`src/rtl/bwo_pkg.sv`:
```
package bwo_pkg;
  typedef enum logic [1:0] {
    WK_NONE   = 2'd0,
    WK_GLOBAL = 2'd1,
    WK_LANES  = 2'd2
  } wr_kind_e;
endpackage

```
`src/rtl/bwo_wr_decode.sv`:
```
module bwo_wr_decode #(
  parameter int LANES = 4
) (
  input  logic             clk,
  input  logic             rst,
  input  logic             hold,
  input  logic             sel,
  input  logic             gwr_n,
  input  logic             bwen_n,
  input  logic [LANES-1:0] lane_n,
  output logic [LANES-1:0] strb_q
);
  import bwo_pkg::*;

  wr_kind_e         kind;
  logic [LANES-1:0] strb_d;

  always_comb begin
    if (!sel)           kind = WK_NONE;
    else if (!gwr_n)    kind = WK_GLOBAL;
    else if (!bwen_n)   kind = WK_LANES;
    else                kind = WK_NONE;
  end

  always_comb begin
    case (kind)
      WK_GLOBAL: strb_d = '1;
      WK_LANES:  strb_d = ~lane_n;
      default:   strb_d = '0;
    endcase
  end

  always_ff @(posedge clk) begin
    if (rst)        strb_q <= '0;
    else if (!hold) strb_q <= strb_d;
  end
endmodule

```
`src/rtl/bwo_data_reg.sv`:
```
module bwo_data_reg #(
  parameter int DW = 36
) (
  input  logic          clk,
  input  logic          rst,
  input  logic          hold,
  input  logic [DW-1:0] d,
  output logic [DW-1:0] q
);
  always_ff @(posedge clk) begin
    if (rst)        q <= '0;
    else if (!hold) q <= d;
  end
endmodule

```
`src/rtl/bwo_lane_map.sv`:
```
module bwo_lane_map #(
  parameter int LANES   = 4,
  parameter int LANE_DW = 8
) (
  input  logic [LANES-1:0]             strb,
  output logic [LANES*(LANE_DW+1)-1:0] mask
);
  localparam int PAR_BASE = LANES * LANE_DW;

  for (genvar k = 0; k < LANES; k++) begin : g_lane
    for (genvar j = 0; j < LANE_DW; j++) begin : g_bit
      assign mask[k*LANE_DW + j] = strb[k];
    end
    assign mask[PAR_BASE + k] = strb[k];
  end
endmodule

```
`src/rtl/bwo_out_ctl.sv`:
```
module bwo_out_ctl #(
  parameter int LANES = 4
) (
  input  logic             clk,
  input  logic             rst,
  input  logic             hold,
  input  logic             sel,
  input  logic             oe_n,
  input  logic [LANES-1:0] strb,
  output logic             drive_en
);
  logic sel_q;

  always_ff @(posedge clk) begin
    if (rst)        sel_q <= 1'b0;
    else if (!hold) sel_q <= sel;
  end

  // asynchronous path from oe_n; write activity forces drivers off
  assign drive_en = !oe_n && sel_q && !(|strb);
endmodule

```
`src/rtl/bwo_port_ctl.sv`:
```
module bwo_port_ctl #(
  parameter int LANES   = 4,
  parameter int LANE_DW = 8,
  localparam int LANE_W = LANE_DW + 1,
  localparam int DW     = LANES * LANE_W
) (
  input  logic             clk,
  input  logic             rst,
  input  logic             sleep_i,
  input  logic             sel_i,
  input  logic             gwr_n_i,
  input  logic             bwen_n_i,
  input  logic [LANES-1:0] lane_we_n_i,
  input  logic             oe_n_i,
  input  logic [DW-1:0]    wdata_i,
  output logic [LANES-1:0] lane_strb_o,
  output logic [DW-1:0]    wmask_o,
  output logic [DW-1:0]    wdata_q_o,
  output logic             drive_en_o
);
  bwo_wr_decode #(.LANES(LANES)) u_dec (
    .clk(clk), .rst(rst), .hold(sleep_i), .sel(sel_i),
    .gwr_n(gwr_n_i), .bwen_n(bwen_n_i), .lane_n(lane_we_n_i),
    .strb_q(lane_strb_o)
  );

  bwo_data_reg #(.DW(DW)) u_dreg (
    .clk(clk), .rst(rst), .hold(sleep_i), .d(wdata_i), .q(wdata_q_o)
  );

  bwo_lane_map #(.LANES(LANES), .LANE_DW(LANE_DW)) u_map (
    .strb(lane_strb_o), .mask(wmask_o)
  );

  bwo_out_ctl #(.LANES(LANES)) u_oct (
    .clk(clk), .rst(rst), .hold(sleep_i), .sel(sel_i),
    .oe_n(oe_n_i), .strb(lane_strb_o), .drive_en(drive_en_o)
  );
endmodule

```
`config.mk`:
```
export PLATFORM = sky130hd
export DESIGN_NAME = bwo_port_ctl
export DESIGN_NICKNAME = d
export VERILOG_FILES = /design/src/rtl/bwo_pkg.sv /design/src/rtl/bwo_wr_decode.sv /design/src/rtl/bwo_data_reg.sv /design/src/rtl/bwo_lane_map.sv /design/src/rtl/bwo_out_ctl.sv /design/src/rtl/bwo_port_ctl.sv
export SDC_FILE = /design/constraint.sdc
export NUM_CORES = 1
export LEC_CHECK = 0
export CORE_MARGIN = 2
export CORE_UTILIZATION = 35
export CTS_CLUSTER_DIAMETER = 100
export DETAILED_ROUTE_END_ITERATION = 8
export HOLD_SLACK_MARGIN = 0.15
export PLACE_DENSITY_LB_ADDON = 0.15
export SLEW_MARGIN = 10
export SYNTH_ARGS = -nofsm -noshare
export SYNTH_HDL_FRONTEND = slang
export SYNTH_SLANG_ARGS = --single-unit
```
`constraint.sdc`:
```
create_clock -name clk -period 1.5 [get_ports clk]
set_clock_uncertainty 0.2 [all_clocks]
set_input_delay 0.15 -clock clk [delete_from_list [all_inputs] [get_ports clk]]
set_output_delay 0.15 -clock clk [all_outputs]
set_load 0.03 [all_outputs]
```
# Word-level counts from Yosys, hierarchy flattened
# Index checks and enable logic that the tools add are counted.
# totals
register_bits	41
input_bits	47
wordCells	15
# classes
eq_ne	2
reduce_logical	5
mux	4
bitwise	1
# ops
cell	count
$pmux 4 s2	1
$mux 2	3
$not 4->4	1
$reduce_or 4->1	1
$eq 2x1->1 const B	1
$eq 2x2->1 const B	1
$logic_and 1x1->1	2
$logic_not 1->1	2

# Longest topological paths before layout
# logic_depth
depth_word	5
ltp_mapped	4
mapped_depth_nobuf	2

# Cells and area by module
# A second synthesis with hierarchy kept.
# unflattened
cells_unflattened	175
hier_area_um2	1816.7
# modules_own_cells
mod	instances	cells_per_inst	seq_area_each_um2	area_per_inst_um2
bwo_data_reg	1	116	720.7	1306.3
bwo_lane_map	1	36	0.0	270.3
bwo_wr_decode	1	18	80.1	186.4
bwo_out_ctl	1	5	20.0	53.8

# Least setup slack after synthesis
# No wires, ideal clock.
# synth_timing
path_kind	register -> output
from	register u_dec.strb_q[2]
to	output drive_en_o
t_required_ns	1.150
stages_incl_launch_ff	3
path_buffers	0
arrival_ns	1.697
path_slack_ns	-0.547
cell_sequence	dfxtp_1 -> or4b_1 -> nor3_1
# synth_between
elab_chain_len	3
# synth_lines
item	line_no	rtl
from (decl)	bwo_wr_decode.sv:11	output logic [LANES-1:0] strb_q
from (signal assigned)	bwo_wr_decode.sv:35	else if (!hold) strb_q <= strb_d;
$reduce_or 4->1	bwo_out_ctl.sv:20	assign drive_en = !oe_n && sel_q && !(|strb);
$logic_not 1->1	bwo_out_ctl.sv:20	
$logic_and 1x1->1	bwo_out_ctl.sv:20	
to (decl)	bwo_port_ctl.sv:19	output logic drive_en_o
# Every way passes these cells.

# Final worst setup path
# layout_timing
from	register u_dec.strb_q[3]
to	output drive_en_o
# Same word-level chain as after synthesis.

==> results.yml <==
run_status:
  status: "finished, violations left"
  violations: "setup timing"
finish:
  post-route-util: 0.595
  fin_cells: 337
  syn2layout_area_growth_pct: 61.4
  final_nets: 317
  final_area_um2: 2870
  seqCellArea_um2: 830
  drive_gt1_frac: 0.226
  fillers: 469
  diodes: 0
  multiInputGateArea_um2: 642
sta:
  setup_violations: 1
  finalWorstSetupSlack_ns: -0.272
  slew_headroom: 0.781
  rsz0062_at_grt: "true"
  finalCriticalPeriod_ns: 1.77
  slew_viol_final: 0
  worst_slew_pin_slew_ns: 0.330
  fin_crit_sh: 1.18
  finalHoldViolations: 0
  setup_tns_ns: -0.272
  fmax_ghz: 0.564
worst_setup_path:
  crit_path_max_incr_delay_ns: 0.52
  crit_path_end_kind: "output pin"
  rr_startpoint: "u_dec.strb_q[3]"
  arrival_ns: 1.42
  cp-start-kind: "register"
  r2r-end: "u_dec.strb_q[3]"
  critical-path-slowest-cell: "or4b_4"
  r2r_cells: 3
  r2r_slack_ns: 0.45
  crit_chain: "or4b_4, nor3_4, buf_6"
  criticalPathCategory: "reg -> out"
  required_ns: 1.15
  crit_fanout: 2
routing:
  ant_nets: 0
  vias: 1451
  avgViaCountPerCell: 4.31
  wl_per_cell_um: 12.4
  routed_wl_mm: 4.17
  drc: 0
  firstDrtPassIters: 4
  drtIter0Drc: 41
place:
  numPortBuffers: 123
  globalplace.congestion: 0.798
  dpl.cell_count: 328
  dp_hpwl_mm: 2.99
  placed_area_um2: 2820
hold_path:
  worst_hold_path_type: "in -> reg"
  min-delay-start: "wdata_i[18]"
  holdPathStages: 3
  min_to: "u_dreg.q[18]"
floorplan:
  dieArea_um2: 5660
  rows: 25
  dieHeight_um: 75.2
  pin_count: 124
  core-area_um2: 4820
  initial_core_util: 0.369
  die_w_um: 75.2
grt:
  grt_pass1_vias: 1264
  gr-total-overflow: 0
  grt_usage: 0.143
  antenna_found_initial: 0
  grt_pass1_wl_mm: 6.04
  grt_max_degree: 26
synthesis:
  yosys_warnings: 0
  syn_inst: 177
  ys_types: 13
  syn_nets: 224
  avgSynthCellArea_um2: 10.0
  ys_seq_area_frac: 0.462
  ys_ff_latch: 41
  synth_area_um2: 1780
power:
  power.leakage_nw: 1.42
  powerDensity_nw_per_um2: 931
  ir_worst_vdd_v: 0.000497
clocking:
  cts_buffers: 5
  cts_tree: "built"
  cts_max_level: 2
  clock_path_buffers: 2
  clkLatencyLatePin_ns: 0.28
  cts.sink_count: 41
  cts_setup_buffers: 0
  cts_root_buffer: "clkbuf_8"
  path_clk_slew_ns: 0.08
job:
  maxCapViolCount: 0
-- power breakdown --
part | leakage, nW | internal (W) | switching (W)
logic | 1.03 | 0.000337 | 0.000428
clock network | 0.0443 | 0.000365 | 0.000345
registers | 0.340 | 0.00115 | 0.0000372
total | 1.42 | 0.00186 | 0.000811
-- flip-flops by register name (all words and copies together), names as in the netlist --
register,count
u_dec.strb_q,4
u_dreg.q,36
u_oct.sel_q,1
-- cell usage after synthesis --
master | count | area (um2)
dfxtp_1 | 41 | 821
buf_4 | 40 | 300
mux2i_1 | 37 | 370
nor2_1 | 37 | 139
clkbuf_1 | 5 | 18.8
a311oi_1 | 4 | 35.0
nor2b_1 | 4 | 25.0
or3b_1 | 4 | 35.0
buf_2 | 1 | 5.00
inv_1 | 1 | 3.75
nor3_1 | 1 | 5.00
or2b_1 | 1 | 7.51
or4b_1 | 1 | 10.0
-- cell usage in the layout, fill, tap and decap left out, types with 2 or more instances in the layout --
| cell type | instances |
|---|---|
| clkdlybuf4s50_1 | 45 |
| clkbuf_8 | 6 |
| mux2i_1 | 37 |
| or3b_1 | 4 |
| buf_4 | 24 |
| dfxtp_1 | 38 |
| nor2b_1 | 4 |
| clkbuf_2 | 10 |
| buf_12 | 3 |
| a311oi_1 | 4 |
| buf_6 | 2 |
| clkdlybuf4s15_2 | 9 |
| nor2_1 | 37 |
| dfxtp_4 | 2 |
| dlygate4sd2_1 | 36 |
-- routing by layer --
layer,track usage,routed length (um),up-vias,part of all wire
li1,-,-,731,-
met1,0.172,1780,632,0.43
met2,0.224,1830,86,0.44
met3,0.0736,541,2,0.13
met4,0.0409,22,0,0.0053
met5,0,0,-,0
-- worst max-delay path by stage --
stage	start	cells past startpoint	endpoint
3_5_place_dp	oe_n_i	4	drive_en_o
6_report	u_dec.strb_q[3]	3	drive_en_o
5_1_grt	u_dec.strb_q[3]	3	drive_en_o
3_3_place_gp	oe_n_i	4	drive_en_o
4_1_cts	u_dec.strb_q[3]	3	drive_en_o
2_1_floorplan	u_dec.strb_q[3]	2	drive_en_o
-- worst max-delay path: cells and delay by family (launching register included) --
| family | cells | cell delay [ns] |
|---|---|---|
| simple gates | 2 | 0.65 |
| flops | 1 | 0.34 |
| buf+inv | 1 | 0.15 |
-- cell families after synthesis --
logic type | count (synthesis) | synth area share
compound gates | 4 | 0.0197
simple gates | 48 | 0.125
buf+inv | 47 | 0.185
mux | 37 | 0.209
flops | 41 | 0.462
-- cell type report --
cell class,count,area share
repair buffers,132,0.426
flip-flops and latches,41,0.290
multi-input cells,89,0.224
clock buffers,7,0.0301
well taps,67,0.0293
inverters,1,0.00131
-- timing repair --
action,in CTS,in global routing
pin swaps,1,0
cloned,0,1
hold endpoints to repair,8,0
hold buffers,1,0
setup endpoints to repair,57,55
gates resized for setup,87,16
-- metrics by stage --
step                power (W)  setup WS (ns)  hold slack [ns]
floorplan             0.00173         -0.111           0.0939
global placement      0.00203         -0.274            0.273
detailed placement    0.00204         -0.287            0.284
CTS                   0.00271         -0.290            0.258
global route          0.00282         -0.311            0.268
finish                0.00267         -0.272            0.266
Power figures use the tool's default switching activity.
